**config.mk**
```make
export PLATFORM = sky130hd
export DESIGN_NAME = image_loader
export DESIGN_NICKNAME = d
export VERILOG_FILES = /design/src/rtl/ldr_pkg.sv /design/src/rtl/ldr_decode.sv /design/src/rtl/ldr_lane_mux.sv /design/src/rtl/image_loader.sv
export SDC_FILE = /design/constraint.sdc
export NUM_CORES = 1
export LEC_CHECK = 0
export BUFFER_PORTS_ARGS = -buffer_cell sky130_fd_sc_hd__clkbuf_2
export CAP_MARGIN = 20
export CELL_PAD_IN_SITES_DETAIL_PLACEMENT = 1
export CELL_PAD_IN_SITES_GLOBAL_PLACEMENT = 1
export CORE_ASPECT_RATIO = 0.75
export CORE_MARGIN = 2
export CORE_UTILIZATION = 35
export CTS_BUF_LIST = sky130_fd_sc_hd__clkbuf_8 sky130_fd_sc_hd__clkbuf_16
export DETAILED_ROUTE_END_ITERATION = 12
export GPL_TIMING_DRIVEN = 1
export MAX_ROUTING_LAYER = met4
export PLACE_DENSITY_LB_ADDON = 0.1
export SLEW_MARGIN = 20
export SYNTH_ARGS = -nofsm -noshare
export SYNTH_HDL_FRONTEND = slang
export SYNTH_SLANG_ARGS = --single-unit
```
**constraint.sdc**
```tcl
create_clock -name clk -period 2.4 [get_ports clk]
set_input_delay 0.48 -clock clk [delete_from_list [all_inputs] [get_ports clk]]
set_output_delay 0.48 -clock clk [all_outputs]
set_load 0.02 [all_outputs]
```
**src/rtl/ldr_pkg.sv**
```systemverilog
package ldr_pkg;

    typedef enum logic [2:0] {
        S_IDLE   = 3'd0,
        S_ISSUE  = 3'd1,
        S_WAIT   = 3'd2,
        S_STORE  = 3'd3,
        S_FINISH = 3'd4
    } ldr_state_t;

endpackage

```
**src/rtl/ldr_decode.sv**
```systemverilog
module ldr_decode #(
    parameter int LONG_W     = 32,
    parameter int HUB_AW     = 12,
    parameter int CNT_W      = 9,
    parameter int IDX_W      = 10,
    parameter int LANE_W     = 3,
    parameter int LOAD_LIMIT = 496
) (
    input  logic [LONG_W-1:0] desc,
    input  logic              fast,
    output logic              launch_ok,
    output logic [IDX_W-1:0]  count,
    output logic [HUB_AW-1:0] src,
    output logic              wide
);
    localparam int RSV_LO = HUB_AW + CNT_W;

    logic [CNT_W-1:0] raw_count;
    logic             dec_unused;

    assign raw_count  = desc[HUB_AW +: CNT_W];
    assign launch_ok  = desc[LONG_W-1];
    assign src        = desc[HUB_AW-1:0];
    assign dec_unused = ^desc[LONG_W-2:RSV_LO];

    always_comb begin
        if (IDX_W'(raw_count) > IDX_W'(LOAD_LIMIT)) begin
            count = IDX_W'(LOAD_LIMIT);
        end else begin
            count = IDX_W'(raw_count);
        end
        wide = fast && (src[LANE_W-1:0] == '0);
    end

endmodule

```
**src/rtl/ldr_lane_mux.sv**
```systemverilog
module ldr_lane_mux #(
    parameter int LONG_W = 32,
    parameter int LANES  = 8,
    parameter int LANE_W = 3
) (
    input  logic [LONG_W*LANES-1:0] beat,
    input  logic [LANE_W-1:0]       sel,
    output logic [LONG_W-1:0]       word
);
    logic [LONG_W-1:0] lanes [LANES];

    for (genvar g = 0; g < LANES; g++) begin : g_lane
        assign lanes[g] = beat[g*LONG_W +: LONG_W];
    end

    assign word = lanes[sel];

endmodule

```
**src/rtl/image_loader.sv**
```systemverilog
module image_loader
    import ldr_pkg::*;
#(
    parameter int LONG_W     = 32,
    parameter int LANES      = 8,
    parameter int RAM_DEPTH  = 512,
    parameter int LOAD_LIMIT = 496,
    parameter int HUB_AW     = 12,
    parameter int CNT_W      = 9,
    parameter int ENTRY_PC   = 0
) (
    input  logic                         clk,
    input  logic                         rst_n,
    input  logic                         start,
    input  logic [LONG_W-1:0]            desc,
    input  logic                         fast,
    output logic                         busy,
    output logic                         done,
    output logic [$clog2(RAM_DEPTH)-1:0] start_pc,
    output logic                         hub_req,
    output logic                         hub_wide,
    output logic [HUB_AW-1:0]            hub_addr,
    input  logic                         hub_gnt,
    input  logic                         hub_rvalid,
    input  logic [LONG_W*LANES-1:0]      hub_rdata,
    output logic                         ram_we,
    output logic [$clog2(RAM_DEPTH)-1:0] ram_waddr,
    output logic [LONG_W-1:0]            ram_wdata
);
    localparam int RAM_AW = $clog2(RAM_DEPTH);
    localparam int LANE_W = $clog2(LANES);
    localparam int IDX_W  = RAM_AW + 1;
    localparam int BEAT_W = LONG_W * LANES;

    ldr_state_t state, state_nx;

    logic [IDX_W-1:0]  cnt_q;
    logic [HUB_AW-1:0] src_q;
    logic              wide_q;
    logic [HUB_AW-1:0] issue_off;
    logic [IDX_W-1:0]  wr_idx;
    logic [LANE_W-1:0] lane_q;
    logic [BEAT_W-1:0] beat_q;

    logic              dec_ok;
    logic [IDX_W-1:0]  dec_count;
    logic [HUB_AW-1:0] dec_src;
    logic              dec_wide;
    logic [LONG_W-1:0] lane_word;

    logic accept;
    logic beat_end;
    logic last_long;

    ldr_decode #(
        .LONG_W    (LONG_W),
        .HUB_AW    (HUB_AW),
        .CNT_W     (CNT_W),
        .IDX_W     (IDX_W),
        .LANE_W    (LANE_W),
        .LOAD_LIMIT(LOAD_LIMIT)
    ) u_decode (
        .desc     (desc),
        .fast     (fast),
        .launch_ok(dec_ok),
        .count    (dec_count),
        .src      (dec_src),
        .wide     (dec_wide)
    );

    ldr_lane_mux #(
        .LONG_W(LONG_W),
        .LANES (LANES),
        .LANE_W(LANE_W)
    ) u_lane (
        .beat(beat_q),
        .sel (lane_q),
        .word(lane_word)
    );

    assign accept    = start && dec_ok;
    assign beat_end  = !wide_q || (lane_q == LANE_W'(LANES - 1));
    assign last_long = (wr_idx + IDX_W'(1)) >= cnt_q;

    // state register
    always_ff @(posedge clk) begin
        if (!rst_n) begin
            state <= S_IDLE;
        end else begin
            state <= state_nx;
        end
    end

    // transitions
    always_comb begin
        state_nx = state;
        unique case (state)
            S_IDLE: begin
                if (accept) begin
                    state_nx = (dec_count == '0) ? S_FINISH : S_ISSUE;
                end
            end
            S_ISSUE: begin
                if (hub_gnt) begin
                    state_nx = S_WAIT;
                end
            end
            S_WAIT: begin
                if (hub_rvalid) begin
                    state_nx = S_STORE;
                end
            end
            S_STORE: begin
                if (beat_end) begin
                    state_nx = last_long ? S_FINISH : S_ISSUE;
                end
            end
            S_FINISH: state_nx = S_IDLE;
            default:  state_nx = S_IDLE;
        endcase
    end

    // datapath registers
    always_ff @(posedge clk) begin
        if (!rst_n) begin
            cnt_q     <= '0;
            src_q     <= '0;
            wide_q    <= 1'b0;
            issue_off <= '0;
            wr_idx    <= '0;
            lane_q    <= '0;
            beat_q    <= '0;
        end else begin
            unique case (state)
                S_IDLE: begin
                    if (accept) begin
                        cnt_q     <= dec_count;
                        src_q     <= dec_src;
                        wide_q    <= dec_wide;
                        issue_off <= '0;
                        wr_idx    <= '0;
                        lane_q    <= '0;
                    end
                end
                S_ISSUE: begin
                    if (hub_gnt) begin
                        issue_off <= issue_off + (wide_q ? HUB_AW'(LANES) : HUB_AW'(1));
                    end
                end
                S_WAIT: begin
                    if (hub_rvalid) begin
                        beat_q <= hub_rdata;
                        lane_q <= '0;
                    end
                end
                S_STORE: begin
                    wr_idx <= wr_idx + IDX_W'(1);
                    lane_q <= lane_q + LANE_W'(1);
                end
                default: begin
                end
            endcase
        end
    end

    // outputs
    always_comb begin
        busy      = (state != S_IDLE);
        done      = (state == S_FINISH);
        start_pc  = done ? RAM_AW'(ENTRY_PC) : '0;
        hub_req   = (state == S_ISSUE);
        hub_wide  = hub_req && wide_q;
        hub_addr  = src_q + issue_off;
        ram_we    = (state == S_STORE) && (wr_idx < cnt_q);
        ram_waddr = wr_idx[RAM_AW-1:0];
        ram_wdata = lane_word;
    end

endmodule

```
==> summary.md <==
| Metric | Value |
|---|---|
| Vias per inst | 4.88 |
| Ys async rst share | 0 |
| Starting density of the core | 0.357 |
| Power density over the cells | around 590 nW/um^2 |
| Critical path capture point type | primary output |
| Initial antenna violation count | 9 |
| Uppermost layer routed | met4 |
| Die Ht | 181 um |
| Antenna viol nets, final | 0 |
| Final hold vios | 0 |
| IO buf count | 341 |
| Setup WS post-layout | -515 ps |
| Routed WL | 48,500 um |
| Post-detail-place hpwl | 33,700 um |
| Core Rows | 64 |
| Reg clk slew, reported paths | 60 ps |
| Worst Hold Launch | hub_rdata[224] |
| Max cap viols | 0 |
| Congestion Overflow GR | 0 |
| Failing checks | setup timing |
| Switching Power | 2.73 mW |
| Critical Path AT | ~2400 ps |
| Min cycle time layout | 2910 ps |
| Post-Syn Area | ~15,000 sq um |
| CP required | roughly 1900 ps |
| Synth Instances | 1,647 |
| All-Layer GR Usage | 0.225 |
| Wire length on met3 | 2600 um |
| Core Region | 41,100 sq um |
| Sequential power share | 0.456 |
| Setup_tns | -10,280 ps |
| Pre-CTS setup slack | -186 ps |
| Synth Flop Type | dfxtp_1 |
| Max IR drop VDD | 0.452 mV |
| Clock power share | 0.462 |
| Slew Limit Fails | 0 |
| Pin count of the biggest net entering global routing | 126 |
| Chip Width | 240 um |
| Initial drt markers | 493 |
| Nature of the critical path startpoint | flop |
| Register area share after synthesis | 0.417 |
| Period utilization | 1.21 |
| Io pins | 361 |
| Drt pass-1 iters | 4 |
| RSZ-0062 raised after global routing | true |
| Fmax | 343 MHz |
| Clk buf depth | 3 |
| Layout Skew | between 20 and 30 ps |
| Wire per inst | 18.9 um |
| EDFF count, synth | 0 |
| Routed vias | 12,500 |
| Global-route wire length before repair | 74,300 um |
| Num CTS Buffers | 35 |
| Crit path from | src_q[0] |
| Syn avg cell area | 8.91 sq um |
| Endpoint, Worst Hold | beat_q[224] |
| WHS Path Cells | 3 |
| Area of the die | 43,600 sq um |
| Comb pwr share | 0.082 |
| Layout cells sized above 1 | 0.314 |
| CP Max Fanout | 2 |
| # clock sinks | 306 |
| Run status | finished, violations left |
| GP Congestion | a little over 0.8 |
| Worst-Margin Slew | 691 ps |
| Crit Path Class | reg -> out |
| Root buf cell | clkbuf_16 |
| Distinct cells, synth | between 60 and 70 |
| R2R depth | 12 |
| Yosys warnings | 0 |
| Vias in the first global route | 13,200 |
| Leak | roughly 7.4 nW |
| P_int | around 8.7 mW |
| Rel. slew slack | 0.539 |
| Clock Latency Late Sink | 530 ps |
| Final setup vio count | 41 |
| Area grow syn2layout | 31.7% |
| Layout net count | 2,306 |
| Hold Buf Count CTS | 0 |
| DRT met1 WL | 21,500 um |
| Switching share of power | 0.238 |
| Reg2reg setup slack | 130 ps |
| Reg2reg start | lane_q[0] |
| RR Endpoint | state[2] |
| TritonCTS clock tree | built |
| Wire length on met2 | around 23,000 um |
| Detailed-route DRC error count | 0 |
| Htree depth | 2 |
| Hold crit path type | in -> reg |
| FF+latch count, synth | just over 300 |
## synth_stat cells, drive strengths merged (18+ instances only)
library cell,count,share of area
dfxtp,306,0.42
clkbuf,59,0.015
a21boi,282,0.14
ha,35,0.030
mux2,32,0.025
mux4,64,0.098
inv,19,0.0049
o21ai,18,0.0061
buf,78,0.031
nand2,578,0.15
a21oi,21,0.0074
nor2,21,0.0055
## worst max path at each step
stage / endpoint / slack (ps) / cells after the start
global placement: hub_addr[10] / -170 / 10
detailed placement: hub_addr[10] / -190 / 10
finish: hub_addr[10] / -510 / 10
global route: hub_addr[10] / -640 / 10
CTS: hub_addr[10] / -600 / 10
floorplan: hub_addr[10] / 10 / 9
## routing by layer
metal,vias up,GRT usage
li1,6225,-
met1,6048,0.279
met3,52,0.0521
met4,0,0.0549
met2,216,0.370
met5,-,-
## stage by stage
step	power [mW]	std cells	util	cell area [sq um]	hold WS (ps)
floorplan	5.78	1655	-	14700	432
global placement	6.20	2471	0.414	17000	447
detailed placement	6.22	2471	0.414	17000	452
CTS	11.6	2560	0.465	19100	149
global route	11.9	2570	0.471	19300	175
finish	11.4	2571	0.471	19300	176
## area by class of cell
type / count / area (sq um)
flip-flops and latches: 306 / 6150
clock buffers: 40 / 967
well taps: 561 / 702
repair buffers: 421 / 3060
clock inverters: 21 / 151
diodes: 10 / 25.0
inverters: 19 / 73.8
fillers: 4777 / 21700
multi-input cells: 1193 / 8200
## placed cells by master, fill, tap and decap left out, drive strengths merged, types with 10 or more instances in the layout
cell type	instances
a21oi	21
o21ai	18
buf	120
nand3	15
ha	35
mux4	64
nor3	10
a21boi	282
diode	10
nor2b	16
inv	35
mux2	32
clkbuf	340
nor2	21
dfxtp	306
xnor2	17
nand2	578
## worst max-delay path, stage by stage (launching register included)
cell,delay [ps]
dfxtp_2,350
ha_4,140
inv_2,30
fa_2,340
nor2b_2,130
o21ai_2,70
a21oi_2,180
o41a_1,180
mux2i_1,190
o2111ai_1,130
buf_4,170
## power groups by stage
stage / clock [mW] / combinational, mW / sequential, mW
floorplan: 0 / 0.471 / 5.31
finish: 5.28 / 0.939 / 5.22
global route: 5.66 / 1.03 / 5.23
CTS: 5.46 / 0.929 / 5.22
detailed placement: 0 / 0.886 / 5.33
global placement: 0 / 0.874 / 5.33
## state kept, by name, summed over array words and instances (netlist names)
name,flops
wr_idx,10
lane_q,3
beat_q,256
wide_q,1
src_q,12
issue_off,12
cnt_q,9
state,3
## logic make-up after synthesis
kind of cell / synth area share
buf+inv: 0.0507
flops: 0.417
mux: 0.123
other cells: 0.000256
compound gates: 0.174
xor+xnor: 0.0149
fa+ha+maj: 0.0312
simple gates: 0.188
## what timing repair did
item                                    4_1_cts  5_1_grt
gates cloned                                  9        0
hold endpoints to repair                      0        0
pin swaps                                    21       22
gates resized for setup                     127      114
endpoints found under the setup margin       43       46
setup buffers                                22        8
Power figures use the tool's default switching activity.
